**src/rtl/tcap_pkg.sv**
```systemverilog
package tcap_pkg;
  // One lane's control field, bit 0 first: rising, falling, interrupt.
  typedef struct packed {
    logic irq_en;
    logic fall_en;
    logic rise_en;
  } cap_cfg_t;

  localparam int CFG_W = $bits(cap_cfg_t);
endpackage

```
**src/rtl/tcap_sync.sv**
```systemverilog
module tcap_sync #(
  parameter int STAGES = 2
) (
  input  logic clk,
  input  logic rst_n,
  input  logic d_i,
  output logic q_o
);
  logic [STAGES-1:0] chain_q;

  generate
    if (STAGES == 1) begin : g_one
      always_ff @(posedge clk or negedge rst_n) begin
        if (!rst_n) chain_q <= '0;
        else        chain_q <= d_i;
      end
    end else begin : g_many
      always_ff @(posedge clk or negedge rst_n) begin
        if (!rst_n) chain_q <= '0;
        else        chain_q <= {chain_q[STAGES-2:0], d_i};
      end
    end
  endgenerate

  assign q_o = chain_q[STAGES-1];
endmodule

```
**src/rtl/tcap_edge.sv**
```systemverilog
module tcap_edge (
  input  logic clk,
  input  logic rst_n,
  input  logic lvl_i,
  input  logic rise_en_i,
  input  logic fall_en_i,
  output logic evt_o
);
  logic prev_q;

  always_ff @(posedge clk or negedge rst_n) begin
    if (!rst_n) prev_q <= 1'b0;
    else        prev_q <= lvl_i;
  end

  assign evt_o = (rise_en_i & lvl_i & ~prev_q) | (fall_en_i & ~lvl_i & prev_q);

  AST_NO_EVT_DISABLED: assert property (@(posedge clk) disable iff (!rst_n)
    (!rise_en_i && !fall_en_i) |-> !evt_o);
  AST_NO_EVT_STEADY: assert property (@(posedge clk) disable iff (!rst_n)
    ($stable(lvl_i) && $stable(prev_q) && !evt_o) |=> (!evt_o || !$stable(rise_en_i) || !$stable(fall_en_i) || !$stable(lvl_i)));
endmodule

```
**src/rtl/tcap_lane.sv**
```systemverilog
module tcap_lane
  import tcap_pkg::*;
#(
  parameter int CNT_W  = 16,
  parameter int STAGES = 2
) (
  input  logic             clk,
  input  logic             rst_n,
  input  logic             pin_i,
  input  cap_cfg_t         cfg_i,
  input  logic             clr_i,
  input  logic [CNT_W-1:0] tmr_i,
  output logic [CNT_W-1:0] cap_o,
  output logic             flag_o
);
  logic             lvl;
  logic             evt;
  logic [CNT_W-1:0] cap_q;
  logic             flag_q;

  tcap_sync #(.STAGES(STAGES)) u_sync (
    .clk   (clk),
    .rst_n (rst_n),
    .d_i   (pin_i),
    .q_o   (lvl)
  );

  tcap_edge u_edge (
    .clk       (clk),
    .rst_n     (rst_n),
    .lvl_i     (lvl),
    .rise_en_i (cfg_i.rise_en),
    .fall_en_i (cfg_i.fall_en),
    .evt_o     (evt)
  );

  always_ff @(posedge clk or negedge rst_n) begin
    if (!rst_n)   cap_q <= '0;
    else if (evt) cap_q <= tmr_i;
  end

  // A new event outranks a clear in the same cycle.
  always_ff @(posedge clk or negedge rst_n) begin
    if (!rst_n)                   flag_q <= 1'b0;
    else if (evt && cfg_i.irq_en) flag_q <= 1'b1;
    else if (clr_i)               flag_q <= 1'b0;
  end

  assign cap_o  = cap_q;
  assign flag_o = flag_q;

  AST_LOAD_ON_EVT: assert property (@(posedge clk) disable iff (!rst_n)
    evt |=> (cap_q == $past(tmr_i)));
  AST_HOLD_NO_EVT: assert property (@(posedge clk) disable iff (!rst_n)
    !evt |=> $stable(cap_q));
  AST_FLAG_STICKY: assert property (@(posedge clk) disable iff (!rst_n)
    (flag_q && !clr_i) |=> flag_q);
  AST_EVT_BEATS_CLR: assert property (@(posedge clk) disable iff (!rst_n)
    (evt && cfg_i.irq_en && clr_i) |=> flag_q);
  AST_CLR_DROPS: assert property (@(posedge clk) disable iff (!rst_n)
    (clr_i && !evt) |=> !flag_q);
endmodule

```
**src/rtl/tcap_top.sv**
```systemverilog
module tcap_top
  import tcap_pkg::*;
#(
  parameter int N_CAP  = 3,
  parameter int CNT_W  = 16,
  parameter int STAGES = 2
) (
  input  logic                   clk,
  input  logic                   rst_n,
  input  logic                   cfg_we,
  input  logic [CFG_W*N_CAP-1:0] cfg_wdata,
  input  logic [N_CAP-1:0]       flag_clr,
  input  logic [CNT_W-1:0]       tmr_cnt,
  input  logic [N_CAP-1:0]       cap_pin,
  output logic [N_CAP*CNT_W-1:0] cap_val,
  output logic [N_CAP-1:0]       irq_flag,
  output logic                   irq
);
  localparam int CW_TOT = CFG_W * N_CAP;

  logic [CW_TOT-1:0] cfg_q;

  always_ff @(posedge clk or negedge rst_n) begin
    if (!rst_n)      cfg_q <= '0;
    else if (cfg_we) cfg_q <= cfg_wdata;
  end

  generate
    for (genvar i = 0; i < N_CAP; i++) begin : g_lane
      cap_cfg_t lane_cfg;
      assign lane_cfg = cap_cfg_t'(cfg_q[i*CFG_W +: CFG_W]);

      tcap_lane #(.CNT_W(CNT_W), .STAGES(STAGES)) u_lane (
        .clk    (clk),
        .rst_n  (rst_n),
        .pin_i  (cap_pin[i]),
        .cfg_i  (lane_cfg),
        .clr_i  (flag_clr[i]),
        .tmr_i  (tmr_cnt),
        .cap_o  (cap_val[i*CNT_W +: CNT_W]),
        .flag_o (irq_flag[i])
      );
    end
  endgenerate

  assign irq = |irq_flag;

  AST_CFG_HOLD: assert property (@(posedge clk) disable iff (!rst_n)
    !cfg_we |=> $stable(cfg_q));
  AST_CFG_LOAD: assert property (@(posedge clk) disable iff (!rst_n)
    cfg_we |=> (cfg_q == $past(cfg_wdata)));
  AST_IRQ_NEEDS_FLAG: assert property (@(posedge clk) disable iff (!rst_n)
    irq |-> (irq_flag != '0));
endmodule

```
**config.mk**
```make
export PLATFORM = sky130hd
export DESIGN_NAME = tcap_top
export DESIGN_NICKNAME = d
export VERILOG_FILES = /design/src/rtl/tcap_pkg.sv /design/src/rtl/tcap_sync.sv /design/src/rtl/tcap_edge.sv /design/src/rtl/tcap_lane.sv /design/src/rtl/tcap_top.sv
export SDC_FILE = /design/constraint.sdc
export NUM_CORES = 1
export LEC_CHECK = 0
export BUFFER_PORTS_ARGS = -buffer_cell sky130_fd_sc_hd__buf_4
export CAP_MARGIN = 20
export CORE_MARGIN = 3
export CORE_UTILIZATION = 54
export DETAILED_ROUTE_END_ITERATION = 16
export PLACE_DENSITY = 0.82
export SLEW_MARGIN = 15
export SYNTH_ARGS = -nofsm -noshare
export SYNTH_HDL_FRONTEND = slang
export SYNTH_HIERARCHICAL = 1
export SYNTH_SLANG_ARGS = --single-unit
```
**constraint.sdc**
```tcl
create_clock -name clk -period 3.5 [get_ports clk]
set_input_delay 0.7 -clock clk [delete_from_list [all_inputs] [get_ports clk]]
set_output_delay 0.7 -clock clk [all_outputs]
set_load 0.02 [all_outputs]
```
Word level (Yosys, flattened, before mapping):

Index checks and enable logic that the tools add are counted.

* mux-type cells: 6
* bitwise logic cells: 21
* reduce and logical (&&, ||, !) cells: 7

Operators with widths (number)
* 1-bit bitwise AND: 12
* 1-bit two-way mux: 6
* 1-bit inverter: 6
* 2-bit nonzero test: 3
* 1-bit logical AND: 3
* 1-bit bitwise OR: 3
* 3-bit OR reduction: 1

* register bits: 69
* input port bits: 34
* word-level logic and storage cells: 47

Logic depth before layout (Yosys ltp):

* depth after elaboration: 6
* mapped depth: 6

Hierarchy:

Netlist, hierarchy kept.

Modules (own cells, without submodules)
* tcap_lane: instances 3, cells each 38, area an instance 683.2 um^2
* tcap_top: instances 1, cells each 20, area an instance 377.9 um^2
* tcap_sync: instances 3, cells each 2, area an instance 50.0 um^2
* tcap_edge: instances 3, cells each 4, area an instance 45.0 um^2

Worst setup path before layout:

No wires, ideal clock.

* path type: register to output
* start point: register g_lane[1].u_lane.flag_q
* end point: output port irq
* arrival: 0.928 ns
* data required time: 2.800 ns
* path slack: 1.872 ns
* stages on the path, launching flop included: 2
* cell sequence: dfrtp_1 > or3_1

* longest elaborated chain between the ends: 1

RTL lines
* start, declared: line tcap_lane.sv:19 `logic flag_q;`
* start signal, assigned: line tcap_lane.sv:44 `if (!rst_n) flag_q <= 1'b0;`
* start signal, assigned: line tcap_lane.sv:45 `else if (evt && cfg_i.irq_en) flag_q <= 1'b1;`
* start signal, assigned: line tcap_lane.sv:46 `else if (clr_i) flag_q <= 1'b0;`
* 3-bit OR reduction: line tcap_top.sv:46 `assign irq = |irq_flag;`
* end, declared: line tcap_top.sv:17 `output logic irq`

Every way passes these cells.

Worst setup path in the final report:

Ends and elaborated chain as after synthesis.

==> impl_metrics.json <==
{
  "status": "finished, final reports clean",
  "period_minus_slack_ps": 1950,
  "vias": 1553,
  "port_buffers": 85,
  "synthDominantCellAreaShare_pct": 63.7,
  "fp.dieH_um": 76.9,
  "drc": 0,
  "vdd_drop_max_uv": 394,
  "synth_cell_types": 11,
  "start_util_pct": 56.7,
  "cts.clk_slew.worst_paths_ps": 80,
  "hold_path.class": "reg -> reg",
  "synth-adder-area-share_pct": 0,
  "required_ps": 2800,
  "clock-sinks": 69,
  "yosysWarnings": 6,
  "grt.total_usage_pct": 19.4,
  "syn_inst": 152,
  "grt_pass1_vias": 1734,
  "cp_cell_sequence": "or3_1 -> buf_4",
  "antenna_found_initial": 0,
  "cap_violations": 0,
  "synthMuxAreaShare_pct": 28.6,
  "synth_ff_type": "dfrtp_1",
  "rr_worst_depth": 4,
  "worstMarginPinSlew_ps": 807,
  "drtIter0Drc": 94,
  "grt-ovfl-total": 0,
  "ys_seq_area_share_pct": 63.7,
  "synth_area_um2": 2710,
  "area_growth_pct": 32.4,
  "synth-xor-area-share_pct": 0,
  "die_area_um2": 5910,
  "cts-root-buf": "clkbuf_8",
  "pin_count": 86,
  "grt_use_met2_pct": 28.0,
  "hold_violations": 0,
  "period_share_pct": 55.8,
  "slew_headroom_pct": 46.2,
  "h-tree-depth": 3,
  "crit_type": "reg -> out",
  "synthSimpleGateAreaFrac_pct": 1.89,
  "synth_area_leaders": "dfrtp_1 (64%), mux2_4 (20%), mux2_2 (8.7%)",
  "top_usage_layer": "met2",
  "ys_seq_elements": 69,
  "maxSlewViolCount": 0,
  "cts_buffers": 9,
  "avgRoutedWirePerCell_um": 16.0,
  "holdPathStages": 0,
  "synth-edff-count": 0,
  "cp-end-kind": "output port",
  "gp_congestion": 0.734,
  "grt_setup_unrepaired": "no",
  "p_sw_mw": 0.700,
  "switching_share_pct": 28.8,
  "synth.most_common_cell": "dfrtp_1",
  "setup_tns_ps": 0,
  "p_int_mw": 1.73,
  "cp.arrival_ps": 1250,
  "powerDensity_nw_per_um2": 677,
  "finalWirelength_um": 5050,
  "cp_slowest_cell": "dfrtp_1",
  "power_frac_seq_pct": 42.7,
  "pwr-share-comb_pct": 28.4,
  "ant_nets": 0,
  "clockBufferDepth": 2,
  "fmax_mhz": 512,
  "slowest_delay_ps": 390,
  "synth_top_family_by_area": "multiplexers",
  "grtUsageMet1_pct": 26.0,
  "firstDrtPassIters": 4,
  "synth_compound_area_share_pct": 1.52,
  "cts_resized": 0,
  "synth_nets": 186,
  "critPathLaunchType": "register",
  "fp-row-count": 25,
  "p_leak_nw": 1.75,
  "cts_tree": "done",
  "avgSynthCellArea_um2": 17.8,
  "final_nets": 278,
  "finalClockSkew_ps": 11.6,
  "post-route-util_pct": 75.0,
  "setup_viol": 0,
  "hold_buffers": 0,
  "cp_max_fo": 3,
  "hpwl_um": 3640,
  "vias_per_cell": 4.91,
  "synth_top_cell_by_area": "dfrtp_1",
  "pwr-share-clk_pct": 29.0,
  "grt_max_degree": 70,
  "core_um2": 4790,
  "die_x_um": 76.9,
  "postCtsSetupBuffers": 0,
  "async_flop_share_pct": 100,
  "diodes": 0,
  "fillers": 318,
  "grt_pass1_wl_um": 8780,
  "clk_latency_ps": 340,
  "use_met3_pct": 7.39,
  "yosys-top-cells-count": "dfrtp_1 (69), mux2_4 (36), mux2_2 (21)",
  "drive_above_1_share_pct": 65.9
}
## metrics by stage
stage	std cells	hold WS, ps	setup slack [ps]	total power [mW]	instance area [um2]
2_1_floorplan	152	331	1870	1.44	2710
3_3_place_gp	297	331	1640	1.72	3330
3_5_place_dp	298	336	1670	1.74	3340
4_1_cts	314	353	1520	2.46	3570
5_1_grt	316	357	1490	2.55	3590
6_report	316	350	1550	2.43	3590
## layer usage
metal | part of all wire [%] | wire [um]
met5 | 0 | 0
met4 | 1.6 | 83
met3 | 9.9 | 502
met2 | 45 | 2260
met1 | 44 | 2210
## final timing paths
kind / from / to / slack [ps]
hold / removal: g_lane[1].u_lane/u_sync/chain_q[0] / g_lane[1].u_lane/u_sync/chain_q[1] / 350
min in group asynchronous: rst_n / g_lane[1].u_lane/cap_o[7] / 460
setup / recovery: g_lane[1].u_lane/flag_o / irq / 1550
hold reg to reg: g_lane[1].u_lane/u_sync/chain_q[0] / g_lane[1].u_lane/u_sync/chain_q[1] / 350
max in group asynchronous: rst_n / g_lane[2].u_lane/cap_o[8] / 2510
setup reg to reg: g_lane[1].u_lane/u_sync/chain_q[1] / g_lane[1].u_lane/cap_o[0] / 1850
## logic make-up after synthesis
logic type | Yosys count
AND/OR/NAND/NOR | 10
flip-flops | 69
buffers and inverters | 10
AO/OA/AOI/OAI | 6
multiplexers | 57
## cells in the final DEF, fill, tap and decap left out
| cell type | count |
|---|---|
| buf_4 | 85 |
| buf_6 | 2 |
| buf_8 | 1 |
| bufinv_16 | 2 |
| clkbuf_8 | 10 |
| clkinv_2 | 2 |
| clkinv_4 | 1 |
| clkinvlp_4 | 1 |
| dfrtp_1 | 69 |
| inv_1 | 3 |
| mux2_2 | 21 |
| mux2_4 | 36 |
| nand2_1 | 6 |
| nand3b_1 | 3 |
| o21ai_0 | 3 |
| o21ai_2 | 3 |
| or3_1 | 1 |
## power groups by stage
stage          clock network (mW)  logic (mW)  registers (mW)
2_1_floorplan                   0       0.240            1.20
3_3_place_gp                    0       0.676            1.05
3_5_place_dp                    0       0.694            1.05
4_1_cts                     0.725       0.695            1.04
5_1_grt                     0.766       0.728            1.06
6_report                    0.704       0.690            1.04
## state kept, by name, summed over array words and instances (netlist names)
register                      cells
g_lane.u_lane/u_edge/prev_q       3
g_lane.u_lane/u_sync/chain_q      6
cfg_q                             9
g_lane.u_lane/flag_o              3
g_lane.u_lane/cap_o              48
## worst max-delay path, delay by kind of cell (launching register included)
family	cells	cell delay (ps)
buffers and inverters	1	160
DFF	1	390
and+or+nand+nor	1	360
## final cells by class
type                       instances  area (um2)  share of cell area [%]
clock buffer                      10         138                    3.83
multi-input combinational         73         870                    24.2
timing repair buffer              88         676                    18.8
tap                               67        83.8                    2.33
clock inverter                     6        86.3                    2.40
inverter                           3        11.3                   0.314
sequential                        69        1730                    48.1
(Power assumes the default switching activity.)
